File: src/rtl/hzd_pkg.sv
package hzd_pkg;

   typedef enum logic [1:0] {
      FWD_RF  = 2'b00,
      FWD_WB  = 2'b01,
      FWD_MEM = 2'b10
   } fwd_sel_e;

endpackage

File: src/rtl/hzd_match.sv
module hzd_match #(
   parameter int RW = 5
) (
   input  logic [RW-1:0] src_idx,
   input  logic          src_use,
   input  logic [RW-1:0] dst_idx,
   input  logic          dst_wen,
   output logic          hit
);
   // index 0 is hardwired and never a real producer
   always_comb begin
      hit = src_use && dst_wen && (dst_idx != '0) && (src_idx == dst_idx);
   end
endmodule

File: src/rtl/hzd_fwd_pick.sv
module hzd_fwd_pick
   import hzd_pkg::*;
(
   input  logic     hit_young,
   input  logic     hit_old,
   output fwd_sel_e sel
);
   always_comb begin
      if (hit_young)    sel = FWD_MEM;
      else if (hit_old) sel = FWD_WB;
      else              sel = FWD_RF;
   end
endmodule

File: src/rtl/hzd_loaduse.sv
module hzd_loaduse #(
   parameter int RW   = 5,
   parameter int NSRC = 2
) (
   input  logic [NSRC*RW-1:0] id_src_idx,
   input  logic [NSRC-1:0]    id_src_use,
   input  logic [RW-1:0]      ex_dst_idx,
   input  logic               ex_dst_wen,
   input  logic               ex_is_load,
   output logic               stall
);
   logic [NSRC-1:0] dep;

   for (genvar k = 0; k < NSRC; k++) begin : g_src
      hzd_match #(.RW(RW)) u_m (
         .src_idx (id_src_idx[k*RW +: RW]),
         .src_use (id_src_use[k]),
         .dst_idx (ex_dst_idx),
         .dst_wen (ex_dst_wen),
         .hit     (dep[k])
      );
   end

   always_comb begin
      stall = ex_is_load && (|dep);
   end
endmodule

File: src/rtl/hzd_fwd_unit.sv
module hzd_fwd_unit
   import hzd_pkg::*;
#(
   parameter int RW        = 5,
   parameter int NSRC      = 2,
   parameter bit EARLY_SEL = 1'b1
) (
   input  logic               clk,
   input  logic               rst_n,
   input  logic [NSRC*RW-1:0] id_src_idx,
   input  logic [NSRC-1:0]    id_src_use,
   input  logic [NSRC*RW-1:0] ex_src_idx,
   input  logic [NSRC-1:0]    ex_src_use,
   input  logic [RW-1:0]      ex_dst_idx,
   input  logic               ex_dst_wen,
   input  logic               ex_is_load,
   input  logic [RW-1:0]      mem_dst_idx,
   input  logic               mem_dst_wen,
   input  logic [RW-1:0]      wb_dst_idx,
   input  logic               wb_dst_wen,
   output logic [2*NSRC-1:0]  fwd_sel,
   output logic               hold_front,
   output logic               bubble_ex
);
   localparam int SEL_W = 2 * NSRC;

   if (RW < 1 || RW > 8) begin : g_bad_rw
      $error("hzd_fwd_unit: RW must lie in 1..8");
   end
   if (NSRC < 1 || NSRC > 4) begin : g_bad_nsrc
      $error("hzd_fwd_unit: NSRC must lie in 1..4");
   end

   logic stall;

   hzd_loaduse #(.RW(RW), .NSRC(NSRC)) u_lu (
      .id_src_idx (id_src_idx),
      .id_src_use (id_src_use),
      .ex_dst_idx (ex_dst_idx),
      .ex_dst_wen (ex_dst_wen),
      .ex_is_load (ex_is_load),
      .stall      (stall)
   );

   assign hold_front = stall;
   assign bubble_ex  = stall;

   if (EARLY_SEL) begin : g_early
      // decode sources against the producers that will sit one stage
      // further down once this instruction enters execute
      logic [SEL_W-1:0] sel_q;
      logic             unused_early;
      assign unused_early = ^{ex_src_idx, ex_src_use, wb_dst_idx, wb_dst_wen};

      for (genvar k = 0; k < NSRC; k++) begin : g_src
         logic     hit_y, hit_o;
         fwd_sel_e nxt;
         hzd_match #(.RW(RW)) u_my (
            .src_idx (id_src_idx[k*RW +: RW]),
            .src_use (id_src_use[k]),
            .dst_idx (ex_dst_idx),
            .dst_wen (ex_dst_wen),
            .hit     (hit_y)
         );
         hzd_match #(.RW(RW)) u_mo (
            .src_idx (id_src_idx[k*RW +: RW]),
            .src_use (id_src_use[k]),
            .dst_idx (mem_dst_idx),
            .dst_wen (mem_dst_wen),
            .hit     (hit_o)
         );
         hzd_fwd_pick u_pick (
            .hit_young (hit_y),
            .hit_old   (hit_o),
            .sel       (nxt)
         );
         always_ff @(posedge clk) begin
            if (!rst_n)     sel_q[2*k +: 2] <= FWD_RF;
            else if (stall) sel_q[2*k +: 2] <= FWD_RF;
            else            sel_q[2*k +: 2] <= nxt;
         end
      end
      assign fwd_sel = sel_q;
   end else begin : g_late
      logic unused_late;
      assign unused_late = ^{clk, rst_n};

      for (genvar k = 0; k < NSRC; k++) begin : g_src
         logic     hit_y, hit_o;
         fwd_sel_e sel;
         hzd_match #(.RW(RW)) u_my (
            .src_idx (ex_src_idx[k*RW +: RW]),
            .src_use (ex_src_use[k]),
            .dst_idx (mem_dst_idx),
            .dst_wen (mem_dst_wen),
            .hit     (hit_y)
         );
         hzd_match #(.RW(RW)) u_mo (
            .src_idx (ex_src_idx[k*RW +: RW]),
            .src_use (ex_src_use[k]),
            .dst_idx (wb_dst_idx),
            .dst_wen (wb_dst_wen),
            .hit     (hit_o)
         );
         hzd_fwd_pick u_pick (
            .hit_young (hit_y),
            .hit_old   (hit_o),
            .sel       (sel)
         );
         assign fwd_sel[2*k +: 2] = sel;
      end
   end
endmodule

File: config.mk
export PLATFORM = sky130hd
export DESIGN_NAME = hzd_fwd_unit
export DESIGN_NICKNAME = d
export VERILOG_FILES = /design/src/rtl/hzd_pkg.sv /design/src/rtl/hzd_match.sv /design/src/rtl/hzd_fwd_pick.sv /design/src/rtl/hzd_loaduse.sv /design/src/rtl/hzd_fwd_unit.sv
export SDC_FILE = /design/constraint.sdc
export NUM_CORES = 1
export LEC_CHECK = 0
export BUFFER_PORTS_ARGS = -buffer_cell sky130_fd_sc_hd__buf_4
export CORE_AREA = 4 4 41 43
export CTS_BUF_LIST = sky130_fd_sc_hd__clkbuf_2
export DETAILED_ROUTE_END_ITERATION = 8
export DIE_AREA = 0 0 45 47
export GPL_TIMING_DRIVEN = 0
export PLACE_DENSITY_LB_ADDON = 0.25
export SLEW_MARGIN = 20
export SYNTH_ARGS = -nofsm -noshare
export SYNTH_HDL_FRONTEND = slang
export SYNTH_SLANG_ARGS = --single-unit
File: constraint.sdc
create_clock -name clk -period 3.1 [get_ports clk]
set_input_delay 0.31 -clock clk [delete_from_list [all_inputs] [get_ports clk]]
set_output_delay 0.31 -clock clk [all_outputs]
set_load 0.1 [all_outputs]
==> impl_metrics.csv <==
group,metric,value,unit
run_status,outcome,"finished clean",
critical_path,arrival_time_reported_for_the_critical_path_endpoint,1.79,ns
yosys,synth.net_count,89,
final_layout,area.growth.synth_to_final,67.8,%
clock_tree,clkSlewWorstSetupHoldPaths,0.04,ns
sta,setup_viol,0,
power_and_ir_drop,p_seq_share,30.7,%
clock_tree,cts.repair_timing.setup_buffer_count,0,
yosys,yosys_warn_count,0,
final_layout,final_design_area_no_fill,678,um2
yosys,ys_seq_elements,4,
min_path,worst_hold_path.num_cells,2,
placement,port_buffers,32,
die,fp.coreArea,1300,um2
critical_path,cpMostUsedCell,"buf_4",
detailed_routing,drt-initial-drc-count,3,
global_route,grt_start_max_net_pins,6,
sta,achievable-frequency,477,MHz
power_and_ir_drop,cell_area_power_density,249,nW/um2
critical_path,worstSetupStartpoint,"ex_dst_idx[0]",
critical_path,crit_path_start_kind,"input pin",
detailed_routing,drt_drc_violations_left,0,
die,row_count,13,
clock_tree,cts.path.max_buffers,2,
sta,final_max_slew_viol_count,0,
critical_path,setup_crit_end_kind,"output pin",
power_and_ir_drop,netSwitchingFraction,30.2,%
power_and_ir_drop,worst_ir_drop_vdd,91.6,uV
clock_tree,post_cts_resized,0,
final_layout,final_design_utilization,52.1,%
yosys,yosys.cell_types.count,15,
critical_path,path_cells,"buf_4 -> xnor2_1 -> nand4_1 -> nor3_1 -> o21a_1 -> buf_4 -> buf_4",
critical_path,timing.critical_path.required,2.79,ns
yosys,area_leader_netlist,"xnor2_1",
critical_path,cp-endpoint,"hold_front",
die,chipHeight,47,um
die,starting_utilization_of_the_core_area,31.1,%
critical_path,worst_path_largest_cell_delay,0.49,ns
job,max_cap_viol_count,0,
detailed_routing,vias,449,
sta,final_period_minus_worst_setup_slack,2.10,ns
clock_tree,cts-buffers-inserted,3,
final_layout,antenna-diode-count,0,
critical_path,path_max_fanout,4,
min_path,hold_class,"input pin to flop",
detailed_routing,detail_route.first_pass.iterations,2,
critical_path,critical-path-slowest-cell,"nor3_1",
global_route,groute.usage.overall,12.5,%
detailed_routing,wire_per_inst,12.3,um
yosys,ys_top_cells_by_area,"xnor2_1 26%, dfxtp_1 20%, xor2_1 17%, a211oi_2 6.2%, nand4_1 6.2%",
placement,routabilityCongestion,0.775,
yosys,synthesis.instances,44,
sta,slew_headroom,61.5,%
clock_tree,clock_sink_count,4,
placement,dpl_cell_area,663,um2
clock_tree,cts_tree,"built",
detailed_routing,drt.antenna.violating_nets,0,
sta,layout_worst_path_cycle_share,67.7,%
yosys,sequential_fraction_of_the_synthesis_area,19.8,%
power_and_ir_drop,power.static_leakage,0.306,nW
sta,hold_violations,0,
power_and_ir_drop,netSwitchingPower,0.0511,mW
die,die_w,45,um
final_layout,drive_above_1_share,50.6,%
final_layout,largest_register_ffs,4,
detailed_routing,drt_wl_total,1160,um
global_route,grt_pass1_wl,1870,um
sta,finalSetupTns,0,ns
sta,grt_setup_unrepaired,"no",
yosys,postSynthAreaPerCell,9.18,um2
critical_path,worstSetupPathDepth,7,
power_and_ir_drop,p_clk_share,27.8,%
critical_path,worst-setup-path-type,"input pin to output pin",
critical_path,worst-path-buf-inv,3,
detailed_routing,routed_via_density,4.78,
final_layout,final_nets,126,
clock_tree,cts.htree.levels,1,
die,area_of_the_die,2120,um2
global_route,grt.overflow.total,0,
die,pin_count,51,
global_route,antenna_found_initial,0,
power_and_ir_drop,combPwrFrac,41.4,%
critical_path,critical-path-top-delay-family,"simple AND/OR/NAND/NOR gates",
yosys,syn-cell-area,404,um2
clock_tree,cts-hold-fix-buffers,0,
clock_tree,cts_root_buffer,"clkbuf_2",
sta,tightest_slew,0.573,ns
yosys,portion_of_synthesized_cell_area_occupied_by_the_leading_cell_type,26.0,%
power_and_ir_drop,int_power,0.118,mW
global_route,first_global_vias,511,
-- worst min path at each step --
stage	slack (ns)	endpoint	start
CTS	0.31	fwd_sel[2]$_SDFF_PP0_	ex_is_load
global route	0.31	fwd_sel[2]$_SDFF_PP0_	ex_is_load
global placement	0.53	fwd_sel[2]$_SDFF_PP0_	ex_is_load
floorplan	0.40	fwd_sel[2]$_SDFF_PP0_	ex_is_load
finish	0.31	fwd_sel[2]$_SDFF_PP0_	ex_is_load
detailed placement	0.54	fwd_sel[2]$_SDFF_PP0_	ex_is_load
-- per-stage QoR --
step / setup slack [ns] / std cells / total power [mW] / hold WS (ns)
5_1_grt: 0.820 / 94 / 0.181 / 0.315
3_5_place_dp: 0.979 / 91 / 0.124 / 0.536
3_3_place_gp: 1.01 / 91 / 0.123 / 0.533
4_1_cts: 0.977 / 94 / 0.172 / 0.305
2_1_floorplan: 0.616 / 44 / 0.0827 / 0.397
6_report: 1.00 / 94 / 0.169 / 0.314
-- logic make-up after synthesis --
| group | count (synthesis) | share of synthesized area (%) |
|---|---|---|
| XOR/XNOR | 20 | 43.3 |
| AND/OR/NAND/NOR | 14 | 22.3 |
| buffers and inverters | 1 | 1.86 |
| flip-flops | 4 | 19.8 |
| AO/OA/AOI/OAI | 5 | 12.7 |
-- layout make-up --
cell class / instances / area, um2
fillers: 129 / 623
multi-input cells: 39 / 317
repair buffers: 32 / 240
flip-flops and latches: 4 / 80.1
well taps: 15 / 18.8
clock buffers: 3 / 15.0
plain buffers: 1 / 7.51
-- cells in the mapped netlist (all sizes together) --
cell,n
o21a,1
xnor2,12
nand2,2
buf,1
or3,1
dfxtp,4
o21ai,1
o311a,1
nor3,2
or4,1
a211oi,2
xor2,8
nand4,4
and3b,2
nor4,2
-- cells in the final DEF (no fill, tap or decap) --
| cell | Yosys | final |
|---|---|---|
| a211oi_2 | 2 | 2 |
| and3b_1 | 2 | 2 |
| buf_4 | 1 | 33 |
| clkbuf_2 | 0 | 3 |
| dfxtp_1 | 4 | 4 |
| nand2_1 | 2 | 2 |
| nand4_1 | 4 | 4 |
| nor3_1 | 2 | 2 |
| nor4_1 | 2 | 2 |
| o21a_1 | 1 | 1 |
| o21ai_2 | 1 | 1 |
| o311a_1 | 1 | 1 |
| or3_1 | 1 | 1 |
| or4_4 | 1 | 1 |
| xnor2_1 | 12 | 12 |
| xor2_1 | 8 | 8 |
-- metal layers --
layer  wire length, um  GRT usage, %  part of all wire, %
met2               596          24.0                   51
met3               141          1.92                   12
met5                 0             0                    0
met4                16          8.77                  1.4
met1               404          12.0                   35
-- power groups by stage --
stage,sequential (mW),clock [mW],combinational [mW]
after detailed placement,0.0528,0,0.0708
after floorplan,0.0543,0,0.0284
after CTS,0.0519,0.0495,0.0709
after global routing,0.0518,0.0524,0.0766
final,0.0520,0.0471,0.0700
after global placement,0.0528,0,0.0699
(Power assumes the default switching activity.)
